==> config.mk <==
export PLATFORM = sky130hd
export DESIGN_NAME = jtag_dp_sequencer
export DESIGN_NICKNAME = d
export VERILOG_FILES = /design/src/rtl/dpseq_pkg.sv /design/src/rtl/dpseq_scan_word.sv /design/src/rtl/dpseq_wait_timer.sv /design/src/rtl/jtag_dp_sequencer.sv
export SDC_FILE = /design/constraint.sdc
export NUM_CORES = 1
export LEC_CHECK = 0
export BUFFER_PORTS_ARGS = -buffer_cell sky130_fd_sc_hd__buf_2
export CORE_UTILIZATION = 45
export DETAILED_ROUTE_END_ITERATION = 10
export HOLD_SLACK_MARGIN = 0.12
export PLACE_DENSITY = 0.76
export SLEW_MARGIN = 15
export SYNTH_ARGS = -nofsm -noshare
export SYNTH_HDL_FRONTEND = slang
export SYNTH_SLANG_ARGS = --single-unit
==> constraint.sdc <==
create_clock -name clk -period 1.8 [get_ports clk]
set_clock_uncertainty 0.1 [all_clocks]
set_input_delay 0.09 -clock clk [delete_from_list [all_inputs] [get_ports clk]]
set_output_delay 0.09 -clock clk [all_outputs]
set_load 0.05 [all_outputs]
==> src/rtl/dpseq_pkg.sv <==
// Shared types and constants of the debug-port access sequencer.
// Assumes a 3-bit acknowledge and a 32-bit data field per data scan.
package dpseq_pkg;
    localparam int HDR_W  = 3;
    localparam int DATA_W = 32;
    localparam int DR_W   = HDR_W + DATA_W;

    localparam logic [2:0] ACK_OK   = 3'b010;
    localparam logic [2:0] ACK_WAIT = 3'b001;

    localparam logic [1:0] ADDR_RDBUF = 2'b11;  // DP register 0xC
    localparam logic [1:0] ADDR_CTRL  = 2'b01;  // DP register 0x4

    typedef enum logic [2:0] {
        S_IDLE, S_ISSUE, S_IR, S_IRW, S_DR, S_DRW, S_RSP
    } seq_state_t;

    typedef enum logic [1:0] {
        PH_MAIN, PH_RDBUF, PH_POLL
    } seq_phase_t;
endpackage

==> src/rtl/dpseq_scan_word.sv <==
// Builds the word handed to the shift engine.
// Instruction scans carry the code in the low bits; data scans carry the
// header {addr[3:2], rnw} first and the data word above it.
module dpseq_scan_word
    import dpseq_pkg::*;
#(
    parameter int IR_W = 4
) (
    input  logic              is_ir,
    input  logic [IR_W-1:0]   ir_code,
    input  logic [1:0]        addr,
    input  logic              rnw,
    input  logic [DATA_W-1:0] data,
    output logic [DR_W-1:0]   word
);
    // Select the instruction or data layout.
    always_comb begin
        if (is_ir) begin
            word             = '0;
            word[IR_W-1:0]   = ir_code;
        end else begin
            word = {data, addr, rnw};
        end
    end
endmodule

==> src/rtl/dpseq_wait_timer.sv <==
// Saturating cycle counter that measures time spent polling on WAIT.
// Assumes clear and enable are never needed in the same cycle.
module dpseq_wait_timer #(
    parameter int LIMIT = 1000000
) (
    input  logic clk,
    input  logic rst_n,
    input  logic clear,
    input  logic enable,
    output logic expired
);
    localparam int CNT_W = $clog2(LIMIT + 1);
    localparam logic [CNT_W-1:0] LIM = CNT_W'(LIMIT);

    logic [CNT_W-1:0] cnt;

    // Count enabled cycles, stopping at the limit.
    always_ff @(posedge clk) begin
        if (!rst_n || clear)
            cnt <= '0;
        else if (enable && cnt != LIM)
            cnt <= cnt + 1'b1;
    end

    assign expired = (cnt == LIM);


    timer_bound_chk: assert property (@(posedge clk) disable iff (!rst_n)
        expired && !clear |=> expired || $past(clear));
endmodule

==> src/rtl/jtag_dp_sequencer.sv <==
// Turns DP/AP register requests into instruction and data scans on a shift
// engine. It posts reads and fetches them with a read-buffer scan, and it
// polls on WAIT with a timeout. Assumes the engine gives one sh_done per
// sh_start and returns the TAP to Run-Test/Idle after every scan.
module jtag_dp_sequencer
    import dpseq_pkg::*;
#(
    parameter int          IR_W        = 4,
    parameter logic [IR_W-1:0] DP_IR_CODE = 4'hA,
    parameter logic [IR_W-1:0] AP_IR_CODE = 4'hB,
    parameter int          TIMEOUT_CYC = 1000000
) (
    input  logic          clk,
    input  logic          rst_n,
    input  logic          req_valid,
    output logic          req_ready,
    input  logic          req_ap,
    input  logic [1:0]    req_addr,
    input  logic          req_rnw,
    input  logic [31:0]   req_wdata,
    output logic          rsp_done,
    output logic [31:0]   rsp_rdata,
    output logic [2:0]    rsp_ack,
    output logic          rsp_error,
    output logic          sh_start,
    output logic          sh_ir,
    output logic [34:0]   sh_tx,
    input  logic          sh_done,
    input  logic [34:0]   sh_rx
);
    seq_state_t  state;
    seq_phase_t  phase;
    logic        ap_q, rnw_q, cur_ap, ir_valid;
    logic [1:0]  addr_q;
    logic [31:0] wdata_q;
    logic        tgt_ap, expired, accept;
    logic [1:0]  dr_addr;
    logic        dr_rnw;
    logic [31:0] dr_data;
    logic [2:0]  rx_ack;

    assign accept    = (state == S_IDLE) && req_valid;
    assign req_ready = (state == S_IDLE);
    assign rsp_done  = (state == S_RSP);
    assign sh_start  = (state == S_IR) || (state == S_DR);
    assign sh_ir     = (state == S_IR) || (state == S_IRW);
    assign rx_ack    = sh_rx[2:0];

    // Pick the target port and scan header for the current phase.
    always_comb begin
        tgt_ap  = 1'b0;
        dr_rnw  = 1'b1;
        dr_data = '0;
        dr_addr = ADDR_CTRL;
        case (phase)
            PH_MAIN: begin
                tgt_ap  = ap_q;
                dr_rnw  = rnw_q;
                dr_addr = addr_q;
                dr_data = rnw_q ? '0 : wdata_q;
            end
            PH_RDBUF: dr_addr = ADDR_RDBUF;
            default:  dr_addr = ADDR_CTRL;
        endcase
    end

    dpseq_scan_word #(.IR_W(IR_W)) u_word (
        .is_ir   (sh_ir),
        .ir_code (tgt_ap ? AP_IR_CODE : DP_IR_CODE),
        .addr    (dr_addr),
        .rnw     (dr_rnw),
        .data    (dr_data),
        .word    (sh_tx)
    );

    dpseq_wait_timer #(.LIMIT(TIMEOUT_CYC)) u_timer (
        .clk     (clk),
        .rst_n   (rst_n),
        .clear   (accept),
        .enable  (phase == PH_POLL && state != S_IDLE),
        .expired (expired)
    );

    // Sequence the scans of one request and record its result.
    always_ff @(posedge clk) begin
        if (!rst_n) begin
            state     <= S_IDLE;
            phase     <= PH_MAIN;
            ap_q      <= 1'b0;
            rnw_q     <= 1'b0;
            addr_q    <= '0;
            wdata_q   <= '0;
            cur_ap    <= 1'b0;
            ir_valid  <= 1'b0;
            rsp_rdata <= '0;
            rsp_ack   <= '0;
            rsp_error <= 1'b0;
        end else begin
            case (state)
                S_IDLE: if (req_valid) begin
                    ap_q    <= req_ap;
                    rnw_q   <= req_rnw;
                    addr_q  <= req_addr;
                    wdata_q <= req_wdata;
                    phase   <= PH_MAIN;
                    state   <= S_ISSUE;
                end
                S_ISSUE: state <= (ir_valid && cur_ap == tgt_ap) ? S_DR : S_IR;
                S_IR:    state <= S_IRW;
                S_IRW: if (sh_done) begin
                    cur_ap   <= tgt_ap;
                    ir_valid <= 1'b1;
                    state    <= S_DR;
                end
                S_DR:    state <= S_DRW;
                S_DRW: if (sh_done) begin
                    rsp_rdata <= sh_rx[34:3];
                    rsp_ack   <= rx_ack;
                    if (phase == PH_MAIN && rnw_q) begin
                        phase <= PH_RDBUF;
                        state <= S_ISSUE;
                    end else if (rx_ack == ACK_OK) begin
                        rsp_error <= 1'b0;
                        state     <= S_RSP;
                    end else if (rx_ack == ACK_WAIT && !expired) begin
                        phase <= PH_POLL;
                        state <= S_ISSUE;
                    end else begin
                        rsp_error <= 1'b1;
                        state     <= S_RSP;
                    end
                end
                default: state <= S_IDLE;
            endcase
        end
    end


    done_single_chk: assert property (@(posedge clk) disable iff (!rst_n)
        rsp_done |=> !rsp_done && req_ready);

    busy_after_accept_chk: assert property (@(posedge clk) disable iff (!rst_n)
        req_valid && req_ready |=> !req_ready);

    ok_means_clean_chk: assert property (@(posedge clk) disable iff (!rst_n)
        rsp_done && !rsp_error |-> rsp_ack == ACK_OK);

    tx_hold_chk: assert property (@(posedge clk) disable iff (!rst_n)
        (state == S_DRW || state == S_IRW) && $past(state) == state |-> $stable(sh_tx) && $stable(sh_ir));

    ir_code_chk: assert property (@(posedge clk) disable iff (!rst_n)
        sh_start && sh_ir |-> sh_tx[IR_W-1:0] == DP_IR_CODE || sh_tx[IR_W-1:0] == AP_IR_CODE);

    start_pulse_chk: assert property (@(posedge clk) disable iff (!rst_n)
        sh_start |=> !sh_start);

    rdbuf_is_read_chk: assert property (@(posedge clk) disable iff (!rst_n)
        sh_start && !sh_ir && phase != PH_MAIN |-> sh_tx[0] && sh_tx[34:3] == '0);
endmodule

==> results of run 1 <==
## synthesized netlist by cell type, drive strengths merged, types with 3 or more instances
master   instances
a21oi            9
o2111ai          3
inv              9
clkbuf          27
nand2          156
nor4b            3
nand4            6
o21ai            9
and3            35
a21boi          71
nor2            31
nor3            10
or3b             3
buf             12
xor2             4
nand3           13
xnor2           13
or4              4
dfxtp           99
## placed cells by master (no fill, tap or decap), types with 4 or more instances in the layout
cell type and instances:
buf_8 15, nand2_1 155, inv_1 6, dfxtp_4 5, clkbuf_8 9, and3_4 16, xor2_1 4, and3_1 19
or4_4 4, xnor2_1 13, a21boi_0 69, a21oi_1 7, dfxtp_1 82, dfxtp_2 12, dlygate4sd3_1 74, nor3_1 6
buf_4 40, buf_2 112, buf_6 27, nand3_1 11, nand4_1 5, o21ai_0 7, nor2_1 29
## cell type report
class / instances / area (um2) / share of cell area, %
clock buffers: 10 / 128 / 1.80
repair buffers: 271 / 2190 / 31.0
multi-input cells: 399 / 2490 / 35.2
inverters: 9 / 40.0 / 0.566
well taps: 129 / 161 / 2.28
clock inverters: 6 / 50.0 / 0.707
flip-flops and latches: 99 / 2020 / 28.5
## stage by stage
step	power [mW]	setup TNS, ns
after global routing	5.80	-3.32
after floorplan	3.43	-1.26
after detailed placement	3.80	-0.106
after global placement	3.77	0
after CTS	5.50	-2.04
final	5.61	-1.69
## logic make-up (layout without fill, tap and decap cells)
kind of cell             Yosys count  in the layout  share of synthesized area, %
AND/OR/NAND/NOR                  277            277                          30.0
AO/OA/AOI/OAI                    101            101                          16.4
flip-flops                        99             99                          44.8
buffers and inverters             48            296                          4.44
XOR/XNOR                          17             17                          3.37
adder cells (fa/ha/maj)            2              2                         0.566
multiplexers                       2              2                         0.453
## power by group through the flow
stage	clock network (mW)	logic, mW	registers (mW)
finish	1.36	1.89	2.36
global route	1.45	1.98	2.37
CTS	1.37	1.78	2.36
detailed placement	0	1.38	2.41
global placement	0	1.36	2.41
floorplan	0	1.00	2.43
## worst max-delay path by stage
stage	to	depth (start not counted)	slack, ns
global route	state[1]	6	-0.13
finish	sh_tx[28]	5	-0.07
floorplan	phase[1]	7	-0.11
CTS	u_timer.cnt[19]	5	-0.08
detailed placement	u_timer.cnt[19]	5	-0.10
global placement	u_timer.cnt[19]	5	0.02
## worst max-delay path: cells and delay by family, from the launching register on
| family | cells | cell delay (ns) |
|---|---|---|
| DFF | 1 | 0.37 |
| and+or+nand+nor | 2 | 0.43 |
| buffers and inverters | 3 | 0.50 |
## sequential cells by signal, indices dropped and copies added (netlist names)
| signal | count |
|---|---|
| rsp_rdata | 32 |
| wdata_q | 32 |
| u_timer.cnt | 20 |
| rsp_ack | 3 |
| state | 3 |
| addr_q | 2 |
| phase | 2 |
| ap_q | 1 |
| cur_ap | 1 |
| ir_valid | 1 |
| rnw_q | 1 |
| rsp_error | 1 |
## routing by layer
layer,GRT usage [%],vias up
met5,0,-
met4,15.7,0
met3,5.73,71
met2,51.0,198
met1,31.0,2312
li1,-,2316
## repair_timing
| action | in CTS | in global routing |
|---|---|---|
| buffers inserted | 11 | 3 |
| hold buffers | 74 | 0 |
| pin swaps | 6 | 19 |
| cloned | 1 | 0 |
| resized for setup | 96 | 70 |
| hold endpoints to repair | 81 | 0 |
| endpoints found under the setup margin | 41 | 92 |
==> metrics.md, run 1 <==
| Metric | Value |
|---|---|
| Run status | `complete, but fails checks` |
| Violated checks | `negative setup slack` |
| Final hold viol count | `0` |
| Post-synthesis cell type with the largest combined area | `dfxtp_1` |
| Count of TritonRoute iterations in the first routing pass | `4` |
| Cell chosen for the clock root | `clkbuf_8` |
| Avg WL per Cell | `16.2 um` |
| Mean Syn Cell Area | `just over 8 um2` |
| Setup crit start | `phase[0]` |
| CP max-delay cell | `dfxtp_4` |
| Unique masters post-synth | `46` |
| Unrepaired setup endpoints after global routing | `true` |
| Number of I/O port buffers | `about 150` |
| Number of stages on the worst hold path | `2` |
| Length of routed met2 wiring | `7740 um` |
| Net count of the mapped netlist | `623` |
| Sequential share of the synthesized area | `44.8%` |
| Slew HR | `76.6%` |
| Starting DRC count in detailed routing | `around 290` |
| Total global routing overflow | `0` |
| Final design area excluding fillers | `7080 um2` |
| Internal portion of total power | `around 3.6 mW` |
| NumNets Final | `866` |
| Maximum frequency from static timing analysis | `534 MHz` |
| First-pass GRT wire length | `22700 um` |
| Number of non-filler instances in the completed layout | `923` |
| Pin count of the biggest net entering global routing | `a little over 80` |
| Number of enable-type register cells in the synthesized netlist | `0` |
| Transition time at the pin with the least slew margin | `0.352 ns` |
| Highest Signal Layer | `met4` |
| Worst-path clk slew | `0.10 ns` |
| Floorplan die area | `around 10000 um2` |
| Endpoint of the most critical register-to-register path | `state[1]` |
| Layout cells sized above 1 | `~36%` |
| Initial core utilization | `a little under half` |
| Register-to-Register Setup Slack | `-0.06 ns` |
| Yosys warns | `0` |
| Die Wd | `101 um` |
| Maximum level of the CTS H-tree | `3` |
| Max-capacitance violation count | `0` |
| Fin Hold WS | `0.364 ns` |
| Core footprint | `9370 um2` |
| Part of the cycle the worst path needs | `104%` |
| Critical path startpoint category | `register` |
| Worst Setup Slack, final | `-0.0726 ns` |
| CTS sink cnt | `99` |
| Layout Utilization | `75.5%` |
| Number of buffers created by CTS | `9` |
| Top_reg_cell synth | `dfxtp_1` |
| Relative area change from synthesis to final layout | `60.0%` |
| Power density relative to cell area | `~790 nW/um2` |
| Row count | `35` |
| Async S/R FF share, synth | `0%` |
| Placed Instance Area | `5530 um2` |
| Setup CP Type | `register to primary output` |
| Number of vias per cell after detailed routing | `5.31` |
| Count of state elements after synthesis | `99` |
| Switching power as a share of total power | `between 30 and 40%` |
| Share of total power in combinational logic | `approximately a third` |
| IO Pins | `150` |
| Share of Yosys cell area claimed by the top area cell type | `around 45%` |
| Wire length after detailed routing | `14900 um` |
| Global-route usage over all layers | `28.2%` |
| Setup slack after placement | `-0.103 ns` |
| Leak Pwr | `2.96 nW` |
| Worst Path Required | `1.61 ns` |
| Post-Place Cells | `821` |
| CP arrival | `~1.7 ns` |
| Antenna cells | `0` |
| Total net switching power | `2.01 mW` |
| Post-Route M1 WL | `5720 um` |
| Reg-to-Reg Start | `phase[0]` |
| Number of nets with antenna violations after routing | `0` |
| Die Ht | `101 um` |
| Placed wire-length estimate after detailed placement | `just under 8000 um` |
| Number of buffers on the longest clock path | `2` |
| Capturing element type of the critical path | `primary output` |
| Total number of vias | `4897` |
| Worst min-delay path class | `register to register` |
| Final weighted congestion in routability-driven placement | `0.880` |
| Worst supply voltage drop on vdd | `0.442 mV` |
| Maximum cell stage delay along the critical path | `0.37 ns` |
| Max FO, Critical Path | `16` |
| Sequential share of power | `42.1%` |
| Synthesized netlist cell count | `546` |
| Netlist area before placement | `approximately 4400 um2` |
| Clock network fraction of design power | `24.2%` |
| Critical path's most frequent cell | `buf_6` |
| Remaining DRCs | `0` |
| Register-to-Register Path Depth | `6` |
| Sequence of cells on the critical path | `buf_6, nor3_4, buf_6, and3_1, buf_6` |
| Largest cells by area after synthesis | `dfxtp_1, nand2_1, a21boi_0` |
| TritonCTS clock tree | `done` |
| Endpoints failing setup | `36` |
| Clock period minus final worst setup slack | `roughly 1.9 ns` |
| Max-slew violation total from the final report | `0` |
| Met3 WL | `763 um` |
| Endpoint of the worst hold path | `wdata_q[28]` |
| Layout filler cell count | `646` |
| Vias in the first global route | `4913` |
| Start point of the worst hold path | `wdata_q[28]` |
| Number of antenna violations at the first check in global routing | `0` |
| Clock latency on the worst-skew pair | `0.38 ns` |
(Power assumes the default switching activity.)
==> run 2, diff against run 1 <==
Settings changed: ABC_AREA set to 1, CAP_MARGIN set to 10, SLEW_MARGIN 15 to not set.
==> metrics.md, run 2 <==
| Metric | Value |
|---|---|
| First-pass GRT wire length | `24500 um` |
| Top Registers | `rsp_rdata (32), wdata_q (32), u_timer.cnt (20)` |
| Worst min-delay path class | `input port to register` |
| Internal portion of total power | `3.84 mW` |
| Highest Signal Layer | `met4` |
| Number of buffers created by CTS | `9` |
| Switching power as a share of total power | `37.1%` |
| Number of enable-type register cells in the synthesized netlist | `0` |
| Max-slew violation total from the final report | `0` |
| Netlist area before placement | `4410 um2` |
| Post-synthesis cell type with the largest combined area | `dfxtp_1` |
| Final hold viol count | `0` |
| Top_reg_cell synth | `dfxtp_1` |
| Worst supply voltage drop on vdd | `0.554 mV` |
| Clock period minus final worst setup slack | `1.93 ns` |
| Number of buffers on the longest clock path | `2` |
| Antenna cells | `0` |
| NumNets Final | `950` |
| Async S/R FF share, synth | `0%` |
| Power density relative to cell area | `just under 900 nW/um2` |
| Endpoints failing setup | `31` |
| Mean Syn Cell Area | `6.95 um2` |
| CTS sink cnt | `roughly 100` |
| CP arrival | `1.74 ns` |
| Total area of sequential cells | `1990 um2` |
| Yosys warns | `0` |
| Maximum frequency from static timing analysis | `518 MHz` |
| Count of TritonRoute iterations in the first routing pass | `7` |
| Global-route usage over all layers | `30.7%` |
| Die Wd | `101 um` |
| Sequential share of the synthesized area | `between 40% and 50%` |
| Largest cells by area after synthesis | `dfxtp_1, nor2_1, o21ai_0` |
| Leak Pwr | `between 3 and 4 nW` |
| Die Ht | `101 um` |
| Violated checks | `negative setup slack` |
| TritonCTS clock tree | `done` |
| Commonest cells in the synthesized netlist | `nor2_1, dfxtp_1, nand2_1, o21ai_0, a21oi_1` |
| Number of vias per cell after detailed routing | `5.26` |
| Final design area excluding fillers | `between 6000 and 7000 um2` |
| Worst Path Required | `1.61 ns` |
| Number of non-filler instances in the completed layout | `1007` |
| Number of I/O port buffers | `approximately 150` |
| Floorplan die area | `10200 um2` |
| Capturing element type of the critical path | `primary output` |
| Footprint of the multi-input gates | `2200 um2` |
| Cell chosen for the clock root | `clkbuf_8` |
| Number of nets with antenna violations after routing | `0` |
| Remaining DRCs | `0` |
| Length of routed met2 wiring | `8250 um` |
| Sequential share of power | `38.8%` |
| Final weighted congestion in routability-driven placement | `0.892` |
| Setup slack after placement | `-0.0109 ns` |
| Clock network fraction of design power | `26.1%` |
| Total global routing overflow | `0` |
| Starting DRC count in detailed routing | `278` |
| Share of total power in combinational logic | `35.1%` |
| Pin count of the biggest net entering global routing | `69` |
| Clock latency on the worst-skew pair | `0.38 ns` |
| Share of Yosys cell area claimed by the top area cell type | `about 45%` |
| Total number of vias | `~5300` |
| Part of the cycle the worst path needs | `107%` |
| Run status | `complete, but fails checks` |
| Layout Utilization | `between 70% and 80%` |
| Layout filler cell count | `670` |
| Met3 WL | `1020 um` |
| Post-Route M1 WL | `5710 um` |
| Max FO, Critical Path | `10` |
| Post-Place Cells | `between 900 and 1000` |
| Maximum level of the CTS H-tree | `3` |
| Avg WL per Cell | `15.7 um` |
| Most common cell after layout, fill and taps aside | `buf_2` |
| Transition time at the pin with the least slew margin | `0.342 ns` |
| Placed wire-length estimate after detailed placement | `8520 um` |
| Worst Setup Slack, final | `-0.131 ns` |
| IO Pins | `150` |
| Core footprint | `9370 um2` |
| Slew HR | `~77%` |
| Critical path startpoint category | `register` |
| Unrepaired setup endpoints after global routing | `true` |
| Number of antenna violations at the first check in global routing | `0` |
| Setup CP Type | `register to primary output` |
| Worst-path clk slew | `0.12 ns` |
| Leading cell type by number of instances after synthesis | `nor2_1` |
| Vias in the first global route | `between 5000 and 6000` |
| Net count of the mapped netlist | `712` |
| Wire length after detailed routing | `15800 um` |
| Initial core utilization | `between 40% and 50%` |
| Total net switching power | `about 2.3 mW` |
| Placed Instance Area | `5440 um2` |
| Synthesized netlist cell count | `635` |
| Commonest cells after routing, fill and taps aside | `buf_2, nor2_1, dfxtp_1, nand2_1, dlygate4sd3_1` |
| Row count | `35` |
| Count of state elements after synthesis | `slightly below 100` |
| Layout cells sized above 1 | `29.8%` |
| Relative area change from synthesis to final layout | `57.0%` |
| Unique masters post-synth | `29` |
| Max-capacitance violation count | `0` |
[run 2: cell types whose count changed after synthesis, moves of 34 or more]
cell      previous run  this run
a21boi_0            71         1
a21oi_1              9        66
and3_1              35         1
inv_1                9        65
nand2_1            156        91
nor2_1              31       138
o21ai_0              7        75
[run 2: cell families (layout without fill, tap and decap cells)]
family          count (synthesis)  in the layout  share of synthesized area (%)
compound gates                147            147                           16.8
xor+xnor                        8              8                           1.59
fa+ha+maj                       2              2                          0.567
buf+inv                       101            344                           9.98
flops                          99             99                           44.9
simple gates                  278            278                           26.2
[run 2: area by class of cell]
type / instances / area share [%]
tap: 129 / 2.33
timing repair buffer: 257 / 30.0
clock buffer: 9 / 1.79
inverter: 71 / 4.03
multi-input combinational: 435 / 31.7
sequential: 99 / 28.7
clock inverter: 7 / 1.39
[run 2: critical path: stages (launching register included)]
cell,delay (ns)
dfxtp_2,0.35
nor2_4,0.11
inv_1,0.07
nor2_2,0.09
inv_2,0.06
nor2_4,0.15
inv_6,0.08
buf_12,0.16
nor2_4,0.12
buf_8,0.16
[run 2: worst paths after layout]
check	slack, ns	start	endpoint	depth (start not counted)
worst max-delay path	-0.13	phase[0]	sh_tx[23]	9
worst min-delay path	0.36	sh_rx[11]	rsp_rdata[8]	4
worst max register to register	0.08	state[1]	wdata_q[16]	8
worst min register to register	0.38	wdata_q[5]	wdata_q[5]	2
[run 2: per-layer routing]
layer / GRT usage [%] / up-vias
li1: - / 2487
met1: 30.5 / 2468
met2: 56.5 / 254
met3: 7.98 / 83
met4: 19.4 / 0
met5: 0 / -
[run 2: power by group through the flow]
| stage | registers [mW] | clock network (mW) | logic (mW) |
|---|---|---|---|
| floorplan | 2.41 | 0 | 1.10 |
| global placement | 2.40 | 0 | 1.44 |
| detailed placement | 2.40 | 0 | 1.46 |
| CTS | 2.36 | 1.59 | 2.00 |
| global route | 2.38 | 1.67 | 2.25 |
| finish | 2.36 | 1.59 | 2.14 |
[run 2: timing repair]
action	CTS	global route
setup buffers	6	2
hold endpoints to repair	88	0
pin swaps	2	2
hold buffers	76	0
gates resized for setup	99	24
setup endpoints to repair	36	41
cloned	2	0
[run 2: per-stage QoR]
step / power (mW) / setup TNS, ns / hold slack, ns
CTS: 5.94 / -2.41 / 0.352
detailed placement: 3.87 / -0.0502 / 0.222
floorplan: 3.50 / -2.52 / 0.125
finish: 6.09 / -3.14 / 0.358
global route: 6.29 / -6.21 / 0.369
global placement: 3.83 / 0 / 0.211
==> run 3, diff against run 2 <==
Clock period 1.8 ns to 1.7 ns, I/O delays scaled along.
==> metrics.md, run 3 (synthesized netlist as in run 2, its figures left out) <==
| Metric | Value |
|---|---|
| Endpoints failing setup | `35` |
| Critical path's most frequent cell | `buf_6` |
| Violated checks | `negative setup slack` |
| Final weighted congestion in routability-driven placement | `0.917` |
| Worst supply voltage drop on vdd | `0.483 mV` |
| Initial core utilization | `47.1%` |
| Unrepaired setup endpoints after global routing | `true` |
| Part of the cycle the worst path needs | `114%` |
| Run status | `complete, but fails checks` |
| Critical path startpoint category | `register` |
| Avg WL per Cell | `around 16 um` |
| First-pass GRT wire length | `23500 um` |
| IO Pins | `150` |
| Relative area change from synthesis to final layout | `63.3%` |
| Row count | `35` |
| Maximum level of the CTS H-tree | `3` |
| Global-route usage over all layers | `roughly 30%` |
| Number of buffers on the longest clock path | `2` |
| Worst Setup Slack, final | `-0.238 ns` |
| CTS sink cnt | `a little under 100` |
| Worst Path Required | `1.51 ns` |
| Clock latency on the worst-skew pair | `0.37 ns` |
| Count of TritonRoute iterations in the first routing pass | `5` |
| Number of vias per cell after detailed routing | `5.24` |
| Capturing element type of the critical path | `primary output` |
| Cell chosen for the clock root | `clkbuf_8` |
| Number of I/O port buffers | `149` |
| Capturing instance or port of the critical path | `sh_tx[0]` |
| Layout filler cell count | `approximately 630` |
| Power density relative to cell area | `897 nW/um2` |
| Setup total negative slack | `-5.67 ns` |
| CP arrival | `1.75 ns` |
| Setup crit start | `state[0]` |
| Most common cell after layout, fill and taps aside | `buf_2` |
| Number of buffers created by CTS | `9` |
| Register-to-Register Path Depth | `10` |
| NumNets Final | `around 960` |
| Remaining DRCs | `0` |
| Start point of the worst hold path | `rsp_error` |
| Slew HR | `about three quarters` |
| CP max-delay cell | `dfxtp_4` |
| TritonCTS clock tree | `done` |
| Register-to-Register Setup Slack | `0.05 ns` |
| Final hold viol count | `0` |
| Endpoint of the most critical register-to-register path | `u_timer.cnt[3]` |
| Maximum cell stage delay along the critical path | `0.39 ns` |
| Die Ht | `between 100 and 150 um` |
| Placed wire-length estimate after detailed placement | `8890 um` |
| Pin count of the biggest net entering global routing | `40` |
| Leak Pwr | `3.13 nW` |
| Number of nets with antenna violations after routing | `0` |
| Worst-path clk slew | `0.10 ns` |
| Starting DRC count in detailed routing | `approximately 250` |
| Total number of vias | `5327` |
| Wire length after detailed routing | `about 16000 um` |
| Commonest cells after routing, fill and taps aside | `buf_2, nor2_1, dfxtp_1, nand2_1, dlygate4sd3_1` |
| Vias in the first global route | `5214` |
| Maximum frequency from static timing analysis | `516 MHz` |
| Sequence of cells on the critical path | `inv_4, nor3_4, inv_2, nand2_4, nor2_4, buf_4, buf_6, a21oi_4, buf_6` |
| Top Registers | `rsp_rdata (32), wdata_q (32), u_timer.cnt (20)` |
| Max FO, Critical Path | `4` |
| Die Wd | `101 um` |
| Layout Utilization | `about three quarters` |
| Max-slew violation total from the final report | `0` |
| Floorplan die area | `10200 um2` |
| Worst min-delay path class | `register to register` |
| Layout cells sized above 1 | `32.2%` |
| Clock period minus final worst setup slack | `roughly 1.9 ns` |
| Reg-to-Reg Start | `state[2]` |
| Core footprint | `9370 um2` |
| Total global routing overflow | `0` |
| Setup CP Type | `register to primary output` |
| Transition time at the pin with the least slew margin | `a little under 0.4 ns` |
| Number of antenna violations at the first check in global routing | `0` |
| Max-capacitance violation count | `0` |
[run 3: cell count changes in the layout (fill, tap and decap cells not counted), sizes merged]
cell         change
clkinv           +1
diode            +1
dlygate4sd3      -2
buf             +10
clkbuf           +2
clkinvlp         -1
bufinv           -1
[run 3: layout make-up]
class / count / area (um2) / share of cell area [%]
clock inverters: 6 / 57.6 / 0.799
multi-input cells: 435 / 2360 / 32.8
clock buffers: 10 / 128 / 1.77
repair buffers: 266 / 2210 / 30.7
inverters: 71 / 284 / 3.94
diodes: 1 / 2.50 / 0.0347
flip-flops and latches: 99 / 2000 / 27.8
well taps: 129 / 161 / 2.24
[run 3: layer usage]
metal	share of wire, %	vias up	GRT usage [%]
li1	-	2517	-
met1	36	2480	30.2
met2	52	254	54.7
met3	6.5	76	6.45
met4	5.4	0	18.6
met5	0	-	0
[run 3: worst min-delay path by stage]
| stage | endpoint | slack [ns] | cells after the start |
|---|---|---|---|
| global route | rsp_rdata[28] | 0.38 | 4 |
| CTS | rsp_rdata[18] | 0.36 | 4 |
| finish | rsp_error | 0.37 | 2 |
| detailed placement | rsp_rdata[26] | 0.21 | 3 |
| floorplan | rsp_ack[2] | 0.12 | 2 |
| global placement | rsp_rdata[31] | 0.21 | 3 |
[run 3: power by group]
part	switching, mW	total, mW	internal, mW
logic	1.50	2.49	0.998
registers	0.0572	2.50	2.45
clock network	0.900	1.47	0.568
[run 3: stage by stage]
stage / hold slack [ns] / instances / instance area [um2] / setup WS, ns / power [mW]
after floorplan: 0.120 / 635 / 4650 / -0.00894 / 3.87
after global placement: 0.206 / 912 / 5670 / 0.0379 / 4.30
after detailed placement: 0.212 / 912 / 5670 / 0.0235 / 4.34
after CTS: 0.357 / 1011 / 6960 / -0.175 / 6.27
after global routing: 0.384 / 1016 / 7200 / -0.294 / 6.71
final: 0.368 / 1017 / 7210 / -0.238 / 6.47
[run 3: what timing repair did]
item / 4_1_cts / 5_1_grt
pin swaps: 5 / 11
resized for setup: 88 / 61
hold buffers: 74 / 0
gates cloned: 2 / 2
setup endpoints to repair: 36 / 123
buffers inserted: 7 / 4
hold endpoints to repair: 78 / 0
[run 3: critical path: cells and delay by family, from the launching register on]
family	cells	cell delay, ns
AOI/OAI and AO/OA	1	0.14
buffers and inverters	5	0.54
DFF	1	0.39
and+or+nand+nor	3	0.32
